File: config.mk
export PLATFORM = sky130hd
export DESIGN_NAME = trap_entry_unit
export DESIGN_NICKNAME = d
export VERILOG_FILES = /design/src/rtl/trap_entry_pkg.sv /design/src/rtl/trap_tstate_pack.sv /design/src/rtl/trap_cwp_rotate.sv /design/src/rtl/trap_state_xform.sv /design/src/rtl/trap_entry_unit.sv
export SDC_FILE = /design/constraint.sdc
export NUM_CORES = 1
export LEC_CHECK = 0
export ABC_CLOCK_PERIOD_IN_PS = 2100
export BUFFER_PORTS_ARGS = -buffer_cell sky130_fd_sc_hd__buf_2
export CORE_AREA = 2 2 139 141
export DETAILED_ROUTE_END_ITERATION = 8
export DIE_AREA = 0 0 141 143
export PLACE_DENSITY = 0.72
export SETUP_SLACK_MARGIN = 0.15
export SLEW_MARGIN = 20
export SYNTH_ARGS = -nofsm -noshare
export SYNTH_HDL_FRONTEND = slang
export SYNTH_SLANG_ARGS = --single-unit
File: constraint.sdc
create_clock -name clk -period 2.1 [get_ports clk]
set_clock_uncertainty 0.05 [all_clocks]
set_input_delay 0.105 -clock clk [delete_from_list [all_inputs] [get_ports clk]]
set_output_delay 0.105 -clock clk [all_outputs]
set_load 0.03 [all_outputs]
File: src/rtl/trap_entry_pkg.sv
package trap_entry_pkg;

    localparam int PST_W    = 13;
    localparam int HPST_W   = 11;
    localparam int CCR_W    = 8;
    localparam int ASI_W    = 8;
    localparam int TT_W     = 9;
    localparam int TSTATE_W = 43;

    // processor-state bit positions
    localparam int PS_IE   = 1;
    localparam int PS_PRIV = 2;
    localparam int PS_AM   = 3;
    localparam int PS_PEF  = 4;
    localparam int PS_TLE  = 8;
    localparam int PS_CLE  = 9;

    // hyper-state bit positions
    localparam int HS_TLZ   = 0;
    localparam int HS_HPRIV = 2;
    localparam int HS_RED   = 5;
    localparam int HS_IBE   = 10;

    localparam logic [TT_W-1:0] TT_CLEAN_WIN = 9'h024;

    typedef enum logic [1:0] {ST_IDLE, ST_SAVE, ST_COMMIT} tes_state_e;
    typedef enum logic [1:0] {MODE_PRIV, MODE_HYP, MODE_RED} tes_mode_e;

endpackage

File: src/rtl/trap_tstate_pack.sv
module trap_tstate_pack
    import trap_entry_pkg::*;
#(
    parameter int GL_W  = 2,
    parameter int CWP_W = 3
) (
    input  logic [GL_W-1:0]     gl_i,
    input  logic [CCR_W-1:0]    ccr_i,
    input  logic [ASI_W-1:0]    asi_i,
    input  logic [PST_W-1:0]    pstate_i,
    input  logic [CWP_W-1:0]    cwp_i,
    output logic [TSTATE_W-1:0] word_o
);
    always_comb begin
        word_o        = '0;
        word_o[42:40] = 3'(gl_i);
        word_o[39:32] = ccr_i;
        word_o[31:24] = asi_i;
        word_o[20:8]  = pstate_i;
        word_o[4:0]   = 5'(cwp_i);
    end
endmodule

File: src/rtl/trap_cwp_rotate.sv
module trap_cwp_rotate
    import trap_entry_pkg::*;
#(
    parameter int NWIN  = 8,
    parameter int CWP_W = 3
) (
    input  logic [TT_W-1:0]  tt_i,
    input  logic [CWP_W-1:0] cwp_i,
    input  logic [CWP_W-1:0] cansave_i,
    output logic [CWP_W-1:0] cwp_o
);
    localparam int SUM_W = CWP_W + 2;

    logic [SUM_W-1:0] spill_sum, fill_sum, clean_sum;
    logic             is_spill, is_fill, is_clean;

    always_comb begin
        spill_sum = SUM_W'(cwp_i) + SUM_W'(cansave_i) + SUM_W'(2);
        fill_sum  = SUM_W'(cwp_i) + SUM_W'(NWIN - 1);
        clean_sum = SUM_W'(cwp_i) + SUM_W'(1);
        is_spill  = (tt_i[8:6] == 3'b010);
        is_fill   = (tt_i[8:6] == 3'b011);
        is_clean  = (tt_i == TT_CLEAN_WIN);
        if (is_spill)
            cwp_o = CWP_W'(spill_sum % SUM_W'(NWIN));
        else if (is_fill)
            cwp_o = CWP_W'(fill_sum % SUM_W'(NWIN));
        else if (is_clean)
            cwp_o = CWP_W'(clean_sum % SUM_W'(NWIN));
        else
            cwp_o = cwp_i;
    end
endmodule

File: src/rtl/trap_state_xform.sv
module trap_state_xform
    import trap_entry_pkg::*;
#(
    parameter int GL_W    = 2,
    parameter int MAX_GL  = 3,
    parameter int MAX_PGL = 2
) (
    input  tes_mode_e         mode_i,
    input  logic [GL_W-1:0]   gl_i,
    input  logic [PST_W-1:0]  pstate_i,
    input  logic [HPST_W-1:0] hpstate_i,
    output logic [GL_W-1:0]   gl_o,
    output logic [PST_W-1:0]  pstate_o,
    output logic [HPST_W-1:0] hpstate_o
);
    logic [GL_W:0] gl_inc, gl_cap;

    always_comb begin
        gl_inc = (GL_W+1)'(gl_i) + (GL_W+1)'(1);
        gl_cap = (mode_i == MODE_PRIV) ? (GL_W+1)'(MAX_PGL) : (GL_W+1)'(MAX_GL);
        gl_o   = (gl_inc > gl_cap) ? GL_W'(gl_cap) : GL_W'(gl_inc);

        pstate_o  = pstate_i;
        hpstate_o = hpstate_i;
        unique case (mode_i)
            MODE_RED: begin
                pstate_o            = '0;
                pstate_o[PS_PRIV]   = pstate_i[PS_PRIV];
                pstate_o[PS_PEF]    = 1'b1;
                hpstate_o[HS_RED]   = 1'b1;
                hpstate_o[HS_HPRIV] = 1'b1;
                hpstate_o[HS_IBE]   = 1'b0;
                hpstate_o[HS_TLZ]   = 1'b0;
            end
            MODE_HYP: begin
                pstate_o[PS_PEF]    = 1'b1;
                pstate_o[PS_AM]     = 1'b0;
                pstate_o[PS_IE]     = 1'b0;
                pstate_o[PS_CLE]    = 1'b0;
                hpstate_o[HS_RED]   = 1'b0;
                hpstate_o[HS_HPRIV] = 1'b1;
                hpstate_o[HS_IBE]   = 1'b0;
            end
            MODE_PRIV: begin
                pstate_o[PS_PEF]    = 1'b1;
                pstate_o[PS_AM]     = 1'b0;
                pstate_o[PS_IE]     = 1'b0;
                pstate_o[PS_PRIV]   = 1'b1;
                pstate_o[PS_CLE]    = pstate_i[PS_TLE];
            end
            default: ;
        endcase
    end
endmodule

File: src/rtl/trap_entry_unit.sv
module trap_entry_unit
    import trap_entry_pkg::*;
#(
    parameter int NWIN    = 8,
    parameter int MAX_TL  = 6,
    parameter int MAX_GL  = 3,
    parameter int MAX_PGL = 2,
    parameter int PC_W    = 48,
    localparam int TL_W   = $clog2(MAX_TL + 1),
    localparam int GL_W   = $clog2(MAX_GL + 1),
    localparam int CWP_W  = $clog2(NWIN)
) (
    input  logic                clk,
    input  logic                rst_n,
    input  logic                trap_req,
    input  logic                to_hyp,
    input  logic                red_entry,
    input  logic [TL_W-1:0]     cur_tl,
    input  logic [GL_W-1:0]     cur_gl,
    input  logic [7:0]          cur_ccr,
    input  logic [7:0]          cur_asi,
    input  logic [12:0]         cur_pstate,
    input  logic [10:0]         cur_hpstate,
    input  logic [CWP_W-1:0]    cur_cwp,
    input  logic [CWP_W-1:0]    cur_cansave,
    input  logic [PC_W-1:0]     cur_pc,
    input  logic [PC_W-1:0]     cur_npc,
    input  logic [8:0]          trap_type,
    output logic                busy,
    output logic                stk_we,
    output logic [TL_W-1:0]     stk_idx,
    output logic [42:0]         stk_tstate,
    output logic [PC_W-1:0]     stk_tpc,
    output logic [PC_W-1:0]     stk_tnpc,
    output logic [10:0]         stk_htstate,
    output logic [8:0]          stk_tt,
    output logic                upd_valid,
    output logic [TL_W-1:0]     new_tl,
    output logic [GL_W-1:0]     new_gl,
    output logic [12:0]         new_pstate,
    output logic [10:0]         new_hpstate,
    output logic [CWP_W-1:0]    new_cwp
);
    tes_state_e state, state_nx;
    tes_mode_e  cap_mode;

    logic [TL_W-1:0]   cap_tl;
    logic [GL_W-1:0]   cap_gl;
    logic [CCR_W-1:0]  cap_ccr;
    logic [ASI_W-1:0]  cap_asi;
    logic [PST_W-1:0]  cap_pstate;
    logic [HPST_W-1:0] cap_hpstate;
    logic [CWP_W-1:0]  cap_cwp, cap_cansave;
    logic [PC_W-1:0]   cap_pc, cap_npc;
    logic [TT_W-1:0]   cap_tt;

    logic [TSTATE_W-1:0] packed_word;
    logic [GL_W-1:0]     xf_gl;
    logic [PST_W-1:0]    xf_pstate;
    logic [HPST_W-1:0]   xf_hpstate;
    logic [CWP_W-1:0]    rot_cwp;
    logic [TL_W:0]       tl_inc;
    logic [TL_W-1:0]     tl_next;

    trap_tstate_pack #(.GL_W(GL_W), .CWP_W(CWP_W)) u_pack (
        .gl_i(cap_gl), .ccr_i(cap_ccr), .asi_i(cap_asi),
        .pstate_i(cap_pstate), .cwp_i(cap_cwp), .word_o(packed_word)
    );

    trap_state_xform #(.GL_W(GL_W), .MAX_GL(MAX_GL), .MAX_PGL(MAX_PGL)) u_xform (
        .mode_i(cap_mode), .gl_i(cap_gl), .pstate_i(cap_pstate),
        .hpstate_i(cap_hpstate), .gl_o(xf_gl), .pstate_o(xf_pstate),
        .hpstate_o(xf_hpstate)
    );

    trap_cwp_rotate #(.NWIN(NWIN), .CWP_W(CWP_W)) u_rot (
        .tt_i(cap_tt), .cwp_i(cap_cwp), .cansave_i(cap_cansave), .cwp_o(rot_cwp)
    );

    always_comb begin
        tl_inc  = (TL_W+1)'(cap_tl) + (TL_W+1)'(1);
        tl_next = (tl_inc > (TL_W+1)'(MAX_TL)) ? TL_W'(MAX_TL) : TL_W'(tl_inc);
    end

    // next-state logic
    always_comb begin
        state_nx = state;
        unique case (state)
            ST_IDLE:   if (trap_req) state_nx = ST_SAVE;
            ST_SAVE:   state_nx = ST_COMMIT;
            ST_COMMIT: state_nx = ST_IDLE;
            default:   state_nx = ST_IDLE;
        endcase
    end

    // state register and input capture
    always_ff @(posedge clk or negedge rst_n) begin
        if (!rst_n) begin
            state       <= ST_IDLE;
            cap_mode    <= MODE_PRIV;
            cap_tl      <= '0;
            cap_gl      <= '0;
            cap_ccr     <= '0;
            cap_asi     <= '0;
            cap_pstate  <= '0;
            cap_hpstate <= '0;
            cap_cwp     <= '0;
            cap_cansave <= '0;
            cap_pc      <= '0;
            cap_npc     <= '0;
            cap_tt      <= '0;
        end else begin
            state <= state_nx;
            if (state == ST_IDLE && trap_req) begin
                cap_mode    <= red_entry ? MODE_RED : (to_hyp ? MODE_HYP : MODE_PRIV);
                cap_tl      <= cur_tl;
                cap_gl      <= cur_gl;
                cap_ccr     <= cur_ccr;
                cap_asi     <= cur_asi;
                cap_pstate  <= cur_pstate;
                cap_hpstate <= cur_hpstate;
                cap_cwp     <= cur_cwp;
                cap_cansave <= cur_cansave;
                cap_pc      <= cur_pc;
                cap_npc     <= cur_npc;
                cap_tt      <= trap_type;
            end
        end
    end

    // outputs
    always_comb begin
        busy        = (state != ST_IDLE);
        stk_we      = 1'b0;
        stk_idx     = '0;
        stk_tstate  = '0;
        stk_tpc     = '0;
        stk_tnpc    = '0;
        stk_htstate = '0;
        stk_tt      = '0;
        upd_valid   = 1'b0;
        new_tl      = '0;
        new_gl      = '0;
        new_pstate  = '0;
        new_hpstate = '0;
        new_cwp     = '0;
        unique case (state)
            ST_IDLE: ;
            ST_SAVE: begin
                stk_we      = 1'b1;
                stk_idx     = tl_next;
                stk_tstate  = packed_word;
                stk_tpc     = cap_pc;
                stk_tnpc    = cap_npc;
                stk_htstate = cap_hpstate;
                stk_tt      = cap_tt;
            end
            ST_COMMIT: begin
                upd_valid   = 1'b1;
                new_tl      = tl_next;
                new_gl      = xf_gl;
                new_pstate  = xf_pstate;
                new_hpstate = xf_hpstate;
                new_cwp     = rot_cwp;
            end
            default: ;
        endcase
    end

    // accepted request writes in the next cycle, commit follows the write
    assert_write_after_req_R1: assert property (@(posedge clk) disable iff (!rst_n)
        (!busy && trap_req) |=> stk_we);
    assert_commit_after_write_R1: assert property (@(posedge clk) disable iff (!rst_n)
        stk_we |=> (upd_valid && !stk_we));
    // commit level matches the index written one cycle earlier
    assert_idx_matches_tl_R4: assert property (@(posedge clk) disable iff (!rst_n)
        upd_valid |-> (new_tl == $past(stk_idx) && new_tl != '0));
    // global level never beyond its ceiling
    assert_gl_ceiling_R5: assert property (@(posedge clk) disable iff (!rst_n)
        (upd_valid && cap_mode == MODE_PRIV) |-> (new_gl <= GL_W'(MAX_PGL)));
    // hyperprivileged entry ends with hpriv set and red clear
    assert_hyp_bits_R7: assert property (@(posedge clk) disable iff (!rst_n)
        (upd_valid && cap_mode == MODE_HYP) |-> (new_hpstate[HS_HPRIV] && !new_hpstate[HS_RED]));
    // RED entry ends with red set and tlz clear
    assert_red_bits_R9: assert property (@(posedge clk) disable iff (!rst_n)
        (upd_valid && cap_mode == MODE_RED) |-> (new_hpstate[HS_RED] && !new_hpstate[HS_TLZ]));
    // no write while a sequence is in progress except the SAVE cycle
    assert_no_rewrite_R12: assert property (@(posedge clk) disable iff (!rst_n)
        upd_valid |=> !stk_we);

endmodule

Yosys cells after proc, flatten, opt, wreduce, memory -nomap -nowiden
Cells that the tools add are included.

Add/sub/neg operators: 6. $lt $le $gt $ge: 2. Eq/ne operators: 8. Multiplexer cells: 34. Reductions and logical operators: 6.

Operators with widths (number): 2-to-1 mux 48 bit (2); 2-to-1 mux 42 bit (1); 2-to-1 mux 3 bit (8); 2-to-1 mux 11 bit (2); 2-to-1 mux 13 bit (1); 2-to-1 mux 1 bit (10); 2-to-1 mux 2 bit (5); equality test 9 x 6 -> 1 bit (second input constant) (1); 2-to-1 mux 9 bit (1); equality test 3 x 2 -> 1 bit (second input constant) (2); adder 3 x 1 -> 4 bit (second input constant) (1); equality test 2 x 1 -> 1 bit (second input constant) (2); equality test 2 bit (second input constant) (2); greater-than comparator 4 x 3 -> 1 bit (second input constant) (1); zero test 2 bit (2); 2-to-1 mux 4 bit (1); case mux 1 bit (2 select lines) (2); case mux 2 bit (2 select lines) (1); adder 2 x 1 -> 3 bit (second input constant) (1); adder 3 x 1 -> 3 bit (second input constant) (1); adder 3 x 2 -> 3 bit (second input constant) (1); adder 3 bit (1); adder 3 bit (second input constant) (1); greater-than comparator 3 bit (1); 5 further kinds (5).

Register bits after elaboration: 160. Input bits: 161. Output and inout bits: 197.

Depth between registers and ports, before layout
Gate-level depths: netlist of the first run.

Depth in word-level cells: 5. Depth in mapped cells: 8. Gate-level depth less buffers: 8.

Cells and area by module
From an unflattened synthesis of the first run, not the netlist that was laid out.

Cell total of the unflattened synthesis: 679. Area, all modules: 8227.9 um^2.

By module, submodules not included: trap_entry_unit (times used 1, cells each 566, area each 7332.0 um^2); trap_tstate_pack (times used 1, cells each 44, area each 326.6 um^2); trap_cwp_rotate (times used 1, cells each 34, area each 290.3 um^2); trap_state_xform (times used 1, cells each 35, area each 279.0 um^2).

Least setup slack after synthesis of the first run
OpenSTA, ideal clock, no wires.

Path type: register to output. Start point: reg cap_cwp[1]. End point: out new_cwp[2]. Arrival time: 1.907 ns. Path slack: 0.038 ns. Cell stages (with the launch flop): 9. Path buffers: 0. Path through: dfrtp_1 -> inv_1 -> ha_1 -> inv_1 -> ha_1 -> xnor3_1 -> mux2i_1 -> o31a_1 -> a32oi_1.

Longest elaborated chain between the ends: 5.

Ends and longest elaborated chain: from (decl) (line trap_entry_unit.sv:53) `logic [CWP_W-1:0] cap_cwp, cap_cansave;`; from (signal assigned) (line trap_entry_unit.sv:122) `cap_cwp <= cur_cwp;`; parallel branches: the longest is 3 deep, another holds adder 3 bit; 2-to-1 mux 3 bit (*) (line trap_cwp_rotate.sv:24) `if (is_spill)`; 2-to-1 mux 3 bit (*) (line trap_entry_unit.sv:147) `unique case (state)`; to (decl) (line trap_entry_unit.sv:42) `output logic [CWP_W-1:0] new_cwp`.

Every way passes the cells marked *.

Worst setup path after layout of the first run
Same ends and word-level chain as after synthesis.

==> impl_metrics.ini, run 1 <==
[cells_and_area]
finish.net_count = 1324
fin_area_sq_um = 13800
seqCellArea_sq_um = 4010
final.fill_count = 1043
n_antenna_cell = 0
drive_gt1_share_pct = 62.6
syn_to_final_growth_pct = 80.5
multi_input_area_sq_um = 3770

[sta]
finalSetupTns_ps = -290
worst_slack_ps = -276
setup_violations = 2
fmax_mhz = 421
fin_crit_sh_pct = 113
report.final.slew_viol_count = 0
fin_crit_ps = 2380
rsz0062_at_grt = yes
hold_violations = 0

[floorplanning]
die_h_microns = 143
start_util_pct = 41.2
ios = 358
row_count = 50
die-area_sq_um = 20200
fp.dieW_microns = 141
core_sq_um = 18600

[yosys]
ys.flop_type = dfrtp_1
netlist_area_sq_um = 7660
synth_seq_area_share_pct = 52.2
synth_seq_cells = 160
yosys_warnings = 0
yosysTopAreaCellShare_pct = 52.2
yosysTopAreaCell = dfrtp_1
synthArstFlopShare_pct = 100
synth.area.top_cells = dfrtp_1, mux2_2, and2_1
synth_area_per_cell_sq_um = 12.4
syn_inst = 620
synth_cell_types = 37
synth-edff-count = 0
synthTopCellsByCount = and2_1, dfrtp_1, mux2_2
yosysMostFrequentCell = and2_1

[detailed_routing]
drc = 0
wirelength_microns = 31100
m1WireLength_microns = 11700
dr.pass1.iters = 4
vias = 7138
avgViaCountPerCell = 5.09
wl_met3_microns = 1980
antenna_left = 0
routedWlPerCell_microns = 22.2
drt_iter0_drc = 242
route.met2.wl_microns = 16100
top_layer_used = met4

[placement]
place_area_sq_um = 9650
dp_hpwl_microns = 14600
port_buffers = 348
gp_congestion = 0.800

[critical_path]
cp-start-kind = flop
crit_path_end_kind = output port
critPathMaxFanout = 2
crit_chain = inv_2 > ha_4 > inv_2 > ha_4 > xnor3_1 > mux2i_1 > nand3_1 > a32oi_2 > buf_6
worst-endpoint-arrival_ps = 2220
cpMaxStageDelayCell = dfrtp_1
cp.required_ps = 1950
path_class = flop to output port
crit_buf_inv = 3
slowest_delay_ps = 390
cp_top_family = flip-flops

[clock_network]
path_clk_slew_ps = 70
cts_sinks = 160
numCtsBuffers = 17
cts_max_path_buffers = 2
cts_tree = yes
clock_latency_ps = 410
cts.root.buffer_cell = clkbuf_16
htree_levels = 4

[power_and_ir_drop]
internal_power_mw = 8.17
pwr_density_cell_nw_per_um2 = 918
power_frac_seq_pct = 35.2
p_comb_share_pct = 41.5
power.switching_mw = 4.52
swShare_pct = 35.6
ir_drop_mv = 0.544
p_leak_nw = 6.56
power_frac_clock_pct = 23.3

[global_routing]
grt_pass1_vias = 7020
overflow = 0
grt_pass1_wl_microns = 36900
track_usage_pct = 23.6
antenna_found_initial = 0
grt_max_degree = 82

[worst_hold_path]
min_path_type = input port to async pin

[status]
violations = setup timing
status = complete, but fails checks

[job]
drv_cap = 0
[layer usage]
| layer | vias up | global-route usage [%] |
|---|---|---|
| met5 | - | 0 |
| met4 | 0 | 9.79 |
| met3 | 82 | 7.04 |
| met2 | 355 | 40.5 |
| met1 | 3580 | 27.8 |
| li1 | 3121 | - |
[state kept, by name, indices dropped and copies added (netlist names)]
register	cells
cap_npc	48
cap_pc	48
cap_pstate	13
cap_hpstate	11
cap_tt	9
cap_asi	8
cap_ccr	8
cap_cansave	3
cap_cwp	3
cap_tl	3
cap_gl	2
cap_mode	2
state	2
[worst register-to-register path, cell delays in order (launching register included)]
cell	delay, ps
dfrtp_1	430
or2_1	300
nor2_4	160
buf_12	340
mux2_2	500
[power groups by stage]
stage	combinational [mW]	sequential (mW)	clock (mW)
2_1_floorplan	2.59	4.20	0
4_1_cts	3.94	4.34	2.99
5_1_grt	5.50	4.57	3.11
6_report	5.27	4.47	2.96
3_3_place_gp	3.46	4.35	0
3_5_place_dp	3.51	4.39	0
[layout by cell type (no fill, tap or decap), types with 3 or more instances in the layout]
| master | netlist | layout |
|---|---|---|
| buf_2 | 7 | 189 |
| dfrtp_1 | 160 | 159 |
| dlygate4sd3_1 | 0 | 159 |
| buf_6 | 14 | 157 |
| mux2_2 | 142 | 142 |
| and2_4 | 0 | 141 |
| clkbuf_16 | 0 | 28 |
| nor2_1 | 23 | 22 |
| and2_1 | 161 | 21 |
| buf_4 | 10 | 15 |
| buf_12 | 0 | 12 |
| o21ai_0 | 10 | 9 |
| mux2_1 | 9 | 9 |
| conb_1 | 1 | 9 |
| inv_1 | 13 | 8 |
| nand2_1 | 8 | 8 |
| a21oi_1 | 6 | 5 |
| ha_1 | 9 | 5 |
| clkinv_8 | 0 | 4 |
| clkinv_4 | 0 | 4 |
| buf_16 | 0 | 4 |
| buf_8 | 0 | 4 |
| inv_2 | 0 | 3 |
| mux2i_1 | 3 | 3 |
| nand3b_1 | 3 | 3 |
| ha_4 | 0 | 3 |
| clkinvlp_4 | 0 | 3 |
[timing repair]
action,CTS,global route
resized for setup,27,637
hold buffers,159,0
pin swaps,7,98
buffers inserted,3,2
setup endpoints to repair,132,167
endpoints found under the hold margin,318,0
cloned,3,21
[final cells by class]
class	count	area share, %
inverters	13	0.461
flip-flops and latches	160	29.0
clock inverters	13	0.778
well taps	234	2.12
repair inverters	3	0.353
clock buffers	19	3.20
multi-input cells	408	27.2
repair buffers	551	36.9
[worst paths after layout]
| kind | endpoint | cells past startpoint | slack (ps) | startpoint |
|---|---|---|---|---|
| hold / removal | cap_pc[46] | 2 | 120 | rst_n |
| setup / recovery | new_cwp[2] | 9 | -280 | cap_cwp[1] |
| setup reg to reg | cap_pstate[10] | 4 | 220 | state[1] |
| min in group clk | state[0] | 4 | 170 | trap_req |
| hold reg to reg | cap_pc[23] | 1 | 450 | cap_pc[23] |
| max in group asynchronous | cap_npc[34] | 3 | 1160 | rst_n |
[kinds of logic (layout without fill, tap and decap cells)]
| logic type | count (synthesis) | after routing | synth area share, % |
|---|---|---|---|
| adder cells (fa/ha/maj) | 9 | 9 | 1.47 |
| other | 1 | 9 | 0.0489 |
| flip-flops | 160 | 160 | 52.2 |
| buffers and inverters | 60 | 599 | 4.91 |
| AO/OA/AOI/OAI | 23 | 23 | 1.75 |
| AND/OR/NAND/NOR | 211 | 211 | 16.6 |
| XOR/XNOR | 2 | 2 | 0.408 |
| multiplexers | 154 | 154 | 22.6 |
[stage by stage]
stage          setup slack (ps)  total power, mW  hold WS, ps  util (%)  instances
2_1_floorplan               174             6.79         -241         -        628
3_3_place_gp                100             7.80        -15.3      51.9       1181
3_5_place_dp               21.4             7.89        -17.1      51.9       1181
4_1_cts                    -308             11.3         98.3      64.6       1378
5_1_grt                    -380             13.2          148      74.5       1401
6_report                   -276             12.7          124      74.5       1401
(Power assumes the default switching activity.)
==> inputs of run 2 (changes only) <==
--- a/config.mk
+++ b/config.mk
@@ -10,6 +10,7 @@
 export CORE_AREA = 2 2 139 141
 export DETAILED_ROUTE_END_ITERATION = 8
 export DIE_AREA = 0 0 141 143
+export MAX_ROUTING_LAYER = met4
 export PLACE_DENSITY = 0.72
 export SETUP_SLACK_MARGIN = 0.15
 export SLEW_MARGIN = 20
==> run 2 against run 1 <==
Net effect: critical path depth unchanged; die area unchanged; sequential share of layout area about the same; non-clock buffer count unchanged; global-route usage up 0.73 points; the flow still finishes with violations (setup timing).
==> impl_metrics.ini, run 2 (synthesized netlist as in run 1, its figures left out) <==
[placement]
dp_slack_ps = 21.4
post-place-cells = 1181
gp_congestion = 0.816
port_buffers = 348
dp_hpwl_microns = 14600

[sta]
whs_ps = 120
rsz0062_at_grt = yes
setup_violations = 2
fin_crit_sh_pct = 113
worst_slack_ps = -278
report.final.slew_viol_count = 0
hold_violations = 0
fin_crit_ps = 2380
fmax_mhz = 421
finalSetupTns_ps = -294

[cells_and_area]
seqCellArea_sq_um = 4010
final.fill_count = 1044
post-route-util_pct = 74.5
n_antenna_cell = 0
syn_to_final_growth_pct = 80.7
reg_top3 = cap_npc: 48 flops, cap_pc: 48 flops, cap_pstate: 13 flops
mostFrequentLayoutCell = buf_2
layout_common_cells = buf_2, dfrtp_1, buf_6, dlygate4sd3_1, and2_4
fin_cells = 1401
finish.net_count = 1324
multi_input_area_sq_um = 3780
drive_gt1_share_pct = 62.9

[floorplanning]
core_sq_um = 18600
die_h_microns = 143
ios = 358
row_count = 50
die-area_sq_um = 20200
fp.dieW_microns = 141
start_util_pct = 41.2

[clock_network]
cts_tree = yes
numCtsBuffers = 17
cts_sinks = 160
cts_max_path_buffers = 2
clock_latency_ps = 410
htree_levels = 4
path_clk_slew_ps = 70
cts.root.buffer_cell = clkbuf_16

[critical_path]
critPathMaxFanout = 2
r2r_end = cap_pc[22]
cp.required_ps = 1950
crit_path_end_kind = output port
reg2reg_slack_ps = 220
r2r_cells = 5
worst-endpoint-arrival_ps = 2220
cp-start-kind = flop
path_class = flop to output port
r2r-start = state[1]

[detailed_routing]
avgViaCountPerCell = 5.14
drt_iter0_drc = 258
dr.pass1.iters = 4
routedWlPerCell_microns = 22.3
wirelength_microns = 31200
drc = 0
vias = 7199
antenna_left = 0

[worst_hold_path]
min_path_type = input port to async pin

[power_and_ir_drop]
p_leak_nw = 6.57
internal_power_mw = 8.18
power_frac_clock_pct = 23.3
p_comb_share_pct = 41.5
power.switching_mw = 4.54
swShare_pct = 35.7
power_frac_seq_pct = 35.2
ir_drop_mv = 0.543
pwr_density_cell_nw_per_um2 = 918

[global_routing]
antenna_found_initial = 0
grt_pass1_vias = 7039
track_usage_pct = 24.3
grt_max_degree = 82
grt_pass1_wl_microns = 36800
overflow = 0

[job]
drv_cap = 0

[status]
violations = setup timing
status = complete, but fails checks
## run 2: cell counts in the layout (fill, tap and decap cells not counted)
Identical to the previous run, type by type.
## run 2: how the worst max path moves through the flow
stage / slack, ps / from / endpoint / cells after the start
2_1_floorplan: 170 / cap_cwp[1] / new_cwp[2] / 8
3_3_place_gp: 100 / cap_cwp[1] / new_cwp[2] / 9
3_5_place_dp: 20 / cap_cwp[1] / new_cwp[2] / 9
4_1_cts: -310 / cap_cwp[1] / new_cwp[2] / 9
5_1_grt: -380 / cap_cwp[1] / new_cwp[2] / 9
6_report: -280 / cap_cwp[1] / new_cwp[2] / 9
## run 2: worst max-delay path: stages (launching register included)
cell     delay, ps
dfrtp_1        390
inv_2          100
ha_4           210
inv_2           60
ha_4           120
xnor3_1        210
mux2i_1        210
nand3_1        130
a32oi_2        210
buf_6          160
## run 2: power by group through the flow
stage | clock network [mW] | registers, mW | logic [mW]
3_5_place_dp | 0 | 4.39 | 3.51
2_1_floorplan | 0 | 4.20 | 2.59
4_1_cts | 2.99 | 4.34 | 3.94
3_3_place_gp | 0 | 4.35 | 3.46
5_1_grt | 3.12 | 4.57 | 5.51
6_report | 2.96 | 4.48 | 5.27
## run 2: what timing repair did
action,in CTS,in global routing
endpoints found under the hold margin,318,0
endpoints found under the setup margin,132,167
pin swaps,7,103
resized for setup,27,639
setup buffers,3,2
cloned,3,21
hold buffers,159,0
## run 2: stage by stage
stage | instance area [sq um] | total power [mW]
global route | 13800 | 13.2
floorplan | 7700 | 6.79
detailed placement | 9650 | 7.89
global placement | 9650 | 7.80
CTS | 12000 | 11.3
finish | 13800 | 12.7
## run 2: area by class of cell
| cell class | instances | share of cell area [%] |
|---|---|---|
| Timing Repair Buffer | 551 | 36.9 |
| Sequential cell | 160 | 28.9 |
| Multi-Input combinational cell | 408 | 27.3 |
| Clock buffer | 19 | 3.20 |
| Tap cell | 234 | 2.11 |
| Clock inverter | 13 | 0.777 |
| Inverter | 13 | 0.461 |
| Timing Repair inverter | 3 | 0.352 |
## run 2: layer usage
| metal | part of all wire (%) | vias to the layer above | global-route usage [%] |
|---|---|---|---|
| li1 | - | 3119 | - |
| met1 | 37 | 3629 | 28.5 |
| met2 | 52 | 369 | 40.6 |
| met3 | 6.9 | 82 | 6.00 |
| met4 | 3.9 | 0 | 9.63 |
| met5 | 0 | - | - |
